[src/rtl/sertx_pkg.sv]
package sertx_pkg;

  typedef enum logic [2:0] {
    RA_DATA = 3'd0,
    RA_CTRL = 3'd1,
    RA_PORT = 3'd2,
    RA_PSEL = 3'd3,
    RA_STBY = 3'd4
  } reg_addr_e;

  typedef struct packed {
    logic sel;
    logic dir;
    logic dr;
  } pin_cfg_t;

endpackage

[src/rtl/sertx_baud.sv]
module sertx_baud #(
  parameter int DIV_W = 16
) (
  input  logic             clk,
  input  logic             rst_n,
  input  logic             run,
  input  logic [DIV_W-1:0] div,
  output logic             tick
);
  logic [DIV_W-1:0] cnt_q;

  assign tick = run && (cnt_q >= div);

  always_ff @(posedge clk or negedge rst_n) begin
    if (!rst_n)      cnt_q <= '0;
    else if (!run)   cnt_q <= '0;
    else if (tick)   cnt_q <= '0;
    else             cnt_q <= cnt_q + 1'b1;
  end
endmodule

[src/rtl/sertx_shift.sv]
module sertx_shift #(
  parameter int DATA_W = 8
) (
  input  logic              clk,
  input  logic              rst_n,
  input  logic              tick,
  input  logic              run,
  input  logic              wr_data_ev,
  input  logic [DATA_W-1:0] wr_byte,
  input  logic              par_en,
  output logic              tde,
  output logic              busy,
  output logic              load_ev,
  output logic              ser_line
);
  localparam int FW = DATA_W + 3;
  localparam int CW = $clog2(FW + 1);

  function automatic logic [FW-1:0] make_frame(logic [DATA_W-1:0] d, logic pe);
    logic pbit;
    pbit = pe ? ^d : 1'b1;
    return {1'b1, pbit, d, 1'b0};
  endfunction

  function automatic logic [CW-1:0] frame_last(logic pe);
    return pe ? CW'(FW - 1) : CW'(FW - 2);
  endfunction

  logic [DATA_W-1:0] hold_q;
  logic [FW-1:0]     sh_q;
  logic [CW-1:0]     idx_q, last_q;
  logic              busy_q, tde_q;
  logic              at_last, free, done_ev;

  assign at_last = busy_q && (idx_q == last_q);
  assign free    = !busy_q || at_last;
  assign load_ev = tick && run && free && !tde_q;
  assign done_ev = tick && at_last && !load_ev;

  always_ff @(posedge clk or negedge rst_n) begin
    if (!rst_n) begin
      hold_q <= '0;
      sh_q   <= '1;
      idx_q  <= '0;
      last_q <= '0;
      busy_q <= 1'b0;
      tde_q  <= 1'b1;
    end else begin
      if (wr_data_ev) hold_q <= wr_byte;
      if (load_ev) begin
        sh_q   <= make_frame(hold_q, par_en);
        idx_q  <= '0;
        last_q <= frame_last(par_en);
        busy_q <= 1'b1;
      end else if (done_ev) begin
        busy_q <= 1'b0;
        sh_q   <= '1;
      end else if (tick && busy_q) begin
        sh_q  <= {1'b1, sh_q[FW-1:1]};
        idx_q <= idx_q + 1'b1;
      end
      if (wr_data_ev)   tde_q <= 1'b0;
      else if (load_ev) tde_q <= 1'b1;
    end
  end

  assign tde      = tde_q;
  assign busy     = busy_q;
  assign ser_line = busy_q ? sh_q[0] : 1'b1;
endmodule

[src/rtl/sertx_pinmux.sv]
module sertx_pinmux
  import sertx_pkg::*;
(
  input  logic     ser_line,
  input  pin_cfg_t cfg,
  output logic     pin_o,
  output logic     pin_oe
);
  always_comb begin
    if (cfg.sel) begin
      pin_o  = cfg.dr;
      pin_oe = cfg.dir;
    end else begin
      pin_o  = ser_line;
      pin_oe = 1'b1;
    end
  end
endmodule

[src/rtl/sertx_top.sv]
module sertx_top
  import sertx_pkg::*;
#(
  parameter int DATA_W = 8,
  parameter int DIV_W  = 16
) (
  input  logic              clk,
  input  logic              rst_n,
  input  logic              wr_en,
  input  logic [2:0]        wr_addr,
  input  logic [DATA_W-1:0] wr_data,
  input  logic [DIV_W-1:0]  baud_div,
  output logic              tx_empty,
  output logic              tx_end,
  output logic              txd_o,
  output logic              txd_oe
);
  logic     stby_q, par_en_q;
  pin_cfg_t pin_q;
  logic     acc_ok, wr_data_ev, tick, run;
  logic     tde, busy, load_ev, ser_line;

  assign run        = !stby_q;
  assign acc_ok     = wr_en && !stby_q;
  assign wr_data_ev = acc_ok && (wr_addr == RA_DATA);

  always_ff @(posedge clk or negedge rst_n) begin
    if (!rst_n) begin
      stby_q   <= 1'b1;
      par_en_q <= 1'b0;
      pin_q    <= '{sel: 1'b0, dir: 1'b1, dr: 1'b1};
    end else begin
      if (wr_en && wr_addr == RA_STBY) stby_q <= wr_data[0];
      if (acc_ok && wr_addr == RA_CTRL) par_en_q <= wr_data[0];
      if (acc_ok && wr_addr == RA_PORT) begin
        pin_q.dr  <= wr_data[0];
        pin_q.dir <= wr_data[1];
      end
      if (acc_ok && wr_addr == RA_PSEL) pin_q.sel <= wr_data[0];
    end
  end

  sertx_baud #(.DIV_W(DIV_W)) i_baud (
    .clk(clk), .rst_n(rst_n), .run(run), .div(baud_div), .tick(tick)
  );

  sertx_shift #(.DATA_W(DATA_W)) i_shift (
    .clk(clk), .rst_n(rst_n), .tick(tick), .run(run),
    .wr_data_ev(wr_data_ev), .wr_byte(wr_data), .par_en(par_en_q),
    .tde(tde), .busy(busy), .load_ev(load_ev), .ser_line(ser_line)
  );

  sertx_pinmux i_pinmux (
    .ser_line(ser_line), .cfg(pin_q), .pin_o(txd_o), .pin_oe(txd_oe)
  );

  assign tx_empty = tde;
  assign tx_end   = tde && !busy;
endmodule

[config.mk]
export PLATFORM = sky130hd
export DESIGN_NAME = sertx_top
export DESIGN_NICKNAME = d
export VERILOG_FILES = /design/src/rtl/sertx_pkg.sv /design/src/rtl/sertx_baud.sv /design/src/rtl/sertx_shift.sv /design/src/rtl/sertx_pinmux.sv /design/src/rtl/sertx_top.sv
export SDC_FILE = /design/constraint.sdc
export NUM_CORES = 1
export LEC_CHECK = 0
export ABC_AREA = 1
export BUFFER_PORTS_ARGS = -buffer_cell sky130_fd_sc_hd__buf_2
export CORE_UTILIZATION = 55
export DETAILED_ROUTE_END_ITERATION = 7
export PLACE_DENSITY = 0.79
export SLEW_MARGIN = 20
export SYNTH_ARGS = -nofsm -noshare
export SYNTH_HDL_FRONTEND = slang
export SYNTH_SLANG_ARGS = --single-unit
[constraint.sdc]
create_clock -name clk -period 1.9 [get_ports clk]
set_input_delay 0.095 -clock clk [delete_from_list [all_inputs] [get_ports clk]]
set_output_delay 0.095 -clock clk [all_outputs]
set_load 0.005 [all_outputs]
==> impl_metrics.ini <==
[routing]
wl_per_cell_microns = 12.0
wl_microns = 5800
drt_pre_antenna_iters = 4
route.met3.wl_microns = 233
vias = 2437
final_antenna_net_count = 0
wl_met2_microns = 2820
viasPerCell = 5.05
drc = 0
first_iter_violations = 112
wl_met1_microns = 2620
top_layer = met4

[timing]
timing.slew.headroom_pct = 75.8
finalHoldViolCount = 0
holdWs_ns = 0.0283
final.period_utilization_pct = 101
grt_setup_unrepaired = yes
drv_slew = 0
fmax_mhz = 521
tightest_slew_ns = 0.363
fin_ws_ns = -0.0212
fin_skew_ns = 0.0163
setup_viol = 7
period_minus_slack_ns = 1.92

[flow_run]
maxCapViolCount = 0

[setup_path]
worstSetupStartpointType = flip-flop
worst_ep_required_time_ns = 2.15
cp_data_arrival_time_ns = 2.17
path_cells = ha_4 -> nand2_1 -> inv_2 -> nand2_1 -> nor2_1 -> nor2_1 -> nand2_1 -> nand2_4 -> nand2_4 -> nand2_4 -> nor2_4 -> clkbuf_16 -> nand3_2 -> nand2_1
r2r_start = i_baud.cnt_q[7]$_DFF_PN0_
cp-end-kind = flip-flop
crit_buf_inv = 2
ff2ff_setup_slack_ns = -0.02
critical_path.most_common_cell = nand2_1
startpoint = i_baud.cnt_q[7]$_DFF_PN0_
cp_top_family = simple AND/OR/NAND/NOR gates
crit_fanout = 5
slowest_delay_ns = 0.42
cp_slowest_cell = dfrtp_1
worst-setup-path-type = reg2reg

[global_route]
grt_overflow = 0
grt_max_degree = 18
grt_first_pass_wirelength_microns = 9490
antenna_found_initial = 0
track_usage_pct = 22.6
grt_pass1_vias = 2224

[layout]
synthToLayoutAreaGrowth_pct = 20.6
drive_gt1_share_pct = 26.2
final_cell_mix = inv_1, nand2_1, dfrtp_1, buf_2, nor2_1
multi_input_area_sq_mm = 0.00151
final_util_pct = 68.8
regArea_sq_mm = 0.00122
final_common_cell = inv_1
stdcell_count = 483
nets = 460
nFillCells = 426
num_antenna_cells = 0

[logic_synthesis]
ys.flop_type = dfrtp_1
async_reset_ff_share_pct = 100
syn_area_sq_mm = 0.00292
synth_cells = 359
synth_cell_types = 35
synth-seq-cells = 48
synth_warnings = 0
avgSynthCellArea_sq_um = 8.12
synth_edf_count = 0
synth_fp_nets = 407
seq_area_frac_synth_pct = 41.8

[clock_network]
cts.sinks = 48
cts_tree = built
htreeDepth = 2
cts_buffer_depth = 2
clk_latency_ns = 0.31
clockRootBuffer = clkbuf_8
clk_pin_slew_ns = 0.09
numCtsBuffers = 5

[floorplan]
fp.dieH_microns = 74.8
num_io_pins = 34
dieArea_sq_mm = 0.00560
rows = 26
start_util_pct = 57.1
fp.dieW_microns = 74.8
coreArea_sq_mm = 0.00511

[pwr]
leakage_nw = 1.83
pwr_density_cell_mw_per_mm2 = 690
ir_worst_vdd_v = 0.000640

[placed_design]
dpl.cell_count = 469
portBuffers = 33
dp_hpwl_microns = 4220
gp_congestion = 0.944

[run_status]
violations = negative setup slack
status = finished, violations left

[min_path]
hold_path.class = in2reg
hp-start = wr_data[5]
worst reg2reg max path, cell delays in order (launching register included):
cell,delay [ns]
dfrtp_1,0.42
ha_4,0.28
nand2_1,0.05
inv_2,0.05
nand2_1,0.05
nor2_1,0.10
nor2_1,0.04
nand2_1,0.11
nand2_4,0.11
nand2_4,0.10
nand2_4,0.06
nor2_4,0.18
clkbuf_16,0.19
nand3_2,0.07
nand2_1,0.06
metrics by stage:
step	instance area [sq um]	TNS [ns]	power [W]	setup WS (ns)
global placement	3240	0	0.00167	0.0503
finish	3510	-0.0865	0.00243	-0.0212
floorplan	2920	0	0.00153	0.162
detailed placement	3240	-0.00234	0.00168	-0.00234
global route	3510	-2.84	0.00257	-0.177
CTS	3400	-0.00750	0.00241	-0.00456
where the power goes:
group          total [W]  internal (W)  switching, W
logic           0.000502      0.000208      0.000293
registers        0.00120       0.00112     0.0000758
clock network   0.000725      0.000391      0.000334
logic make-up after synthesis:
group	count (synthesis)	share of synthesized area, %
DFF	48	41.8
AOI/OAI and AO/OA	44	8.41
xor gates and xnor gates	15	4.51
and+or+nand+nor	161	27.7
adders and majority gates	18	7.73
buffers and inverters	73	9.83
worst paths after layout:
path | depth (start not counted) | to
worst max-delay path | 14 | i_shift.sh_q[3]$_DFFE_PN1P_
worst min-delay path | 3 | i_shift.hold_q[5]$_DFFE_PN0P_
worst max register to register | 14 | i_shift.sh_q[3]$_DFFE_PN1P_
worst min register to register | 1 | i_baud.cnt_q[0]$_DFF_PN0_
max in group asynchronous | 3 | i_shift.sh_q[7]$_DFFE_PN1P_
min in group asynchronous | 2 | i_shift.idx_q[2]$_DFFE_PN0P_
flip-flops by register name (all words and copies together), names as in the netlist:
name	count
i_shift.tde	1
i_baud.cnt_q	16
par_en_q	1
i_shift.hold_q	8
stby_q	1
i_shift.last_q	3
i_shift.idx_q	4
pin_q	3
i_shift.busy	1
i_shift.sh_q	10
cells in the mapped netlist (7+ instances only):
library cell	n	share of area, %
nand4_1	13	2.8
nand2_2	8	1.7
xor2_1	12	3.6
ha_1	18	7.7
nand2_1	63	8.1
dfstp_2	14	13
nor2_1	34	4.4
o21ai_0	9	1.5
dfrtp_1	34	29
nand3_1	25	4.3
a21oi_1	20	3.4
inv_1	66	8.5
o21ai_1	7	1.2
timing repair:
item,in CTS,in global routing
endpoints found under the setup margin,3,24
pin swaps,1,3
buffers inserted,0,3
hold buffers,1,0
endpoints found under the hold margin,13,0
gates resized for setup,4,17
gates cloned,1,1
area by class of cell:
| type | count | area share (%) |
|---|---|---|
| Sequential cell | 48 | 34.7 |
| Timing Repair Buffer | 51 | 9.79 |
| Multi-Input combinational cell | 239 | 42.8 |
| Inverter | 67 | 7.16 |
| Clock inverter | 2 | 0.997 |
| Tap cell | 70 | 2.49 |
| Clock buffer | 6 | 2.06 |
per-layer routing:
layer	global-route usage (%)	vias to the layer above
li1	-	1255
met1	29.0	1117
met2	38.9	52
met3	3.21	13
met4	8.18	0
met5	0	-
No activity file was read; power rests on OpenSTA's default activity.
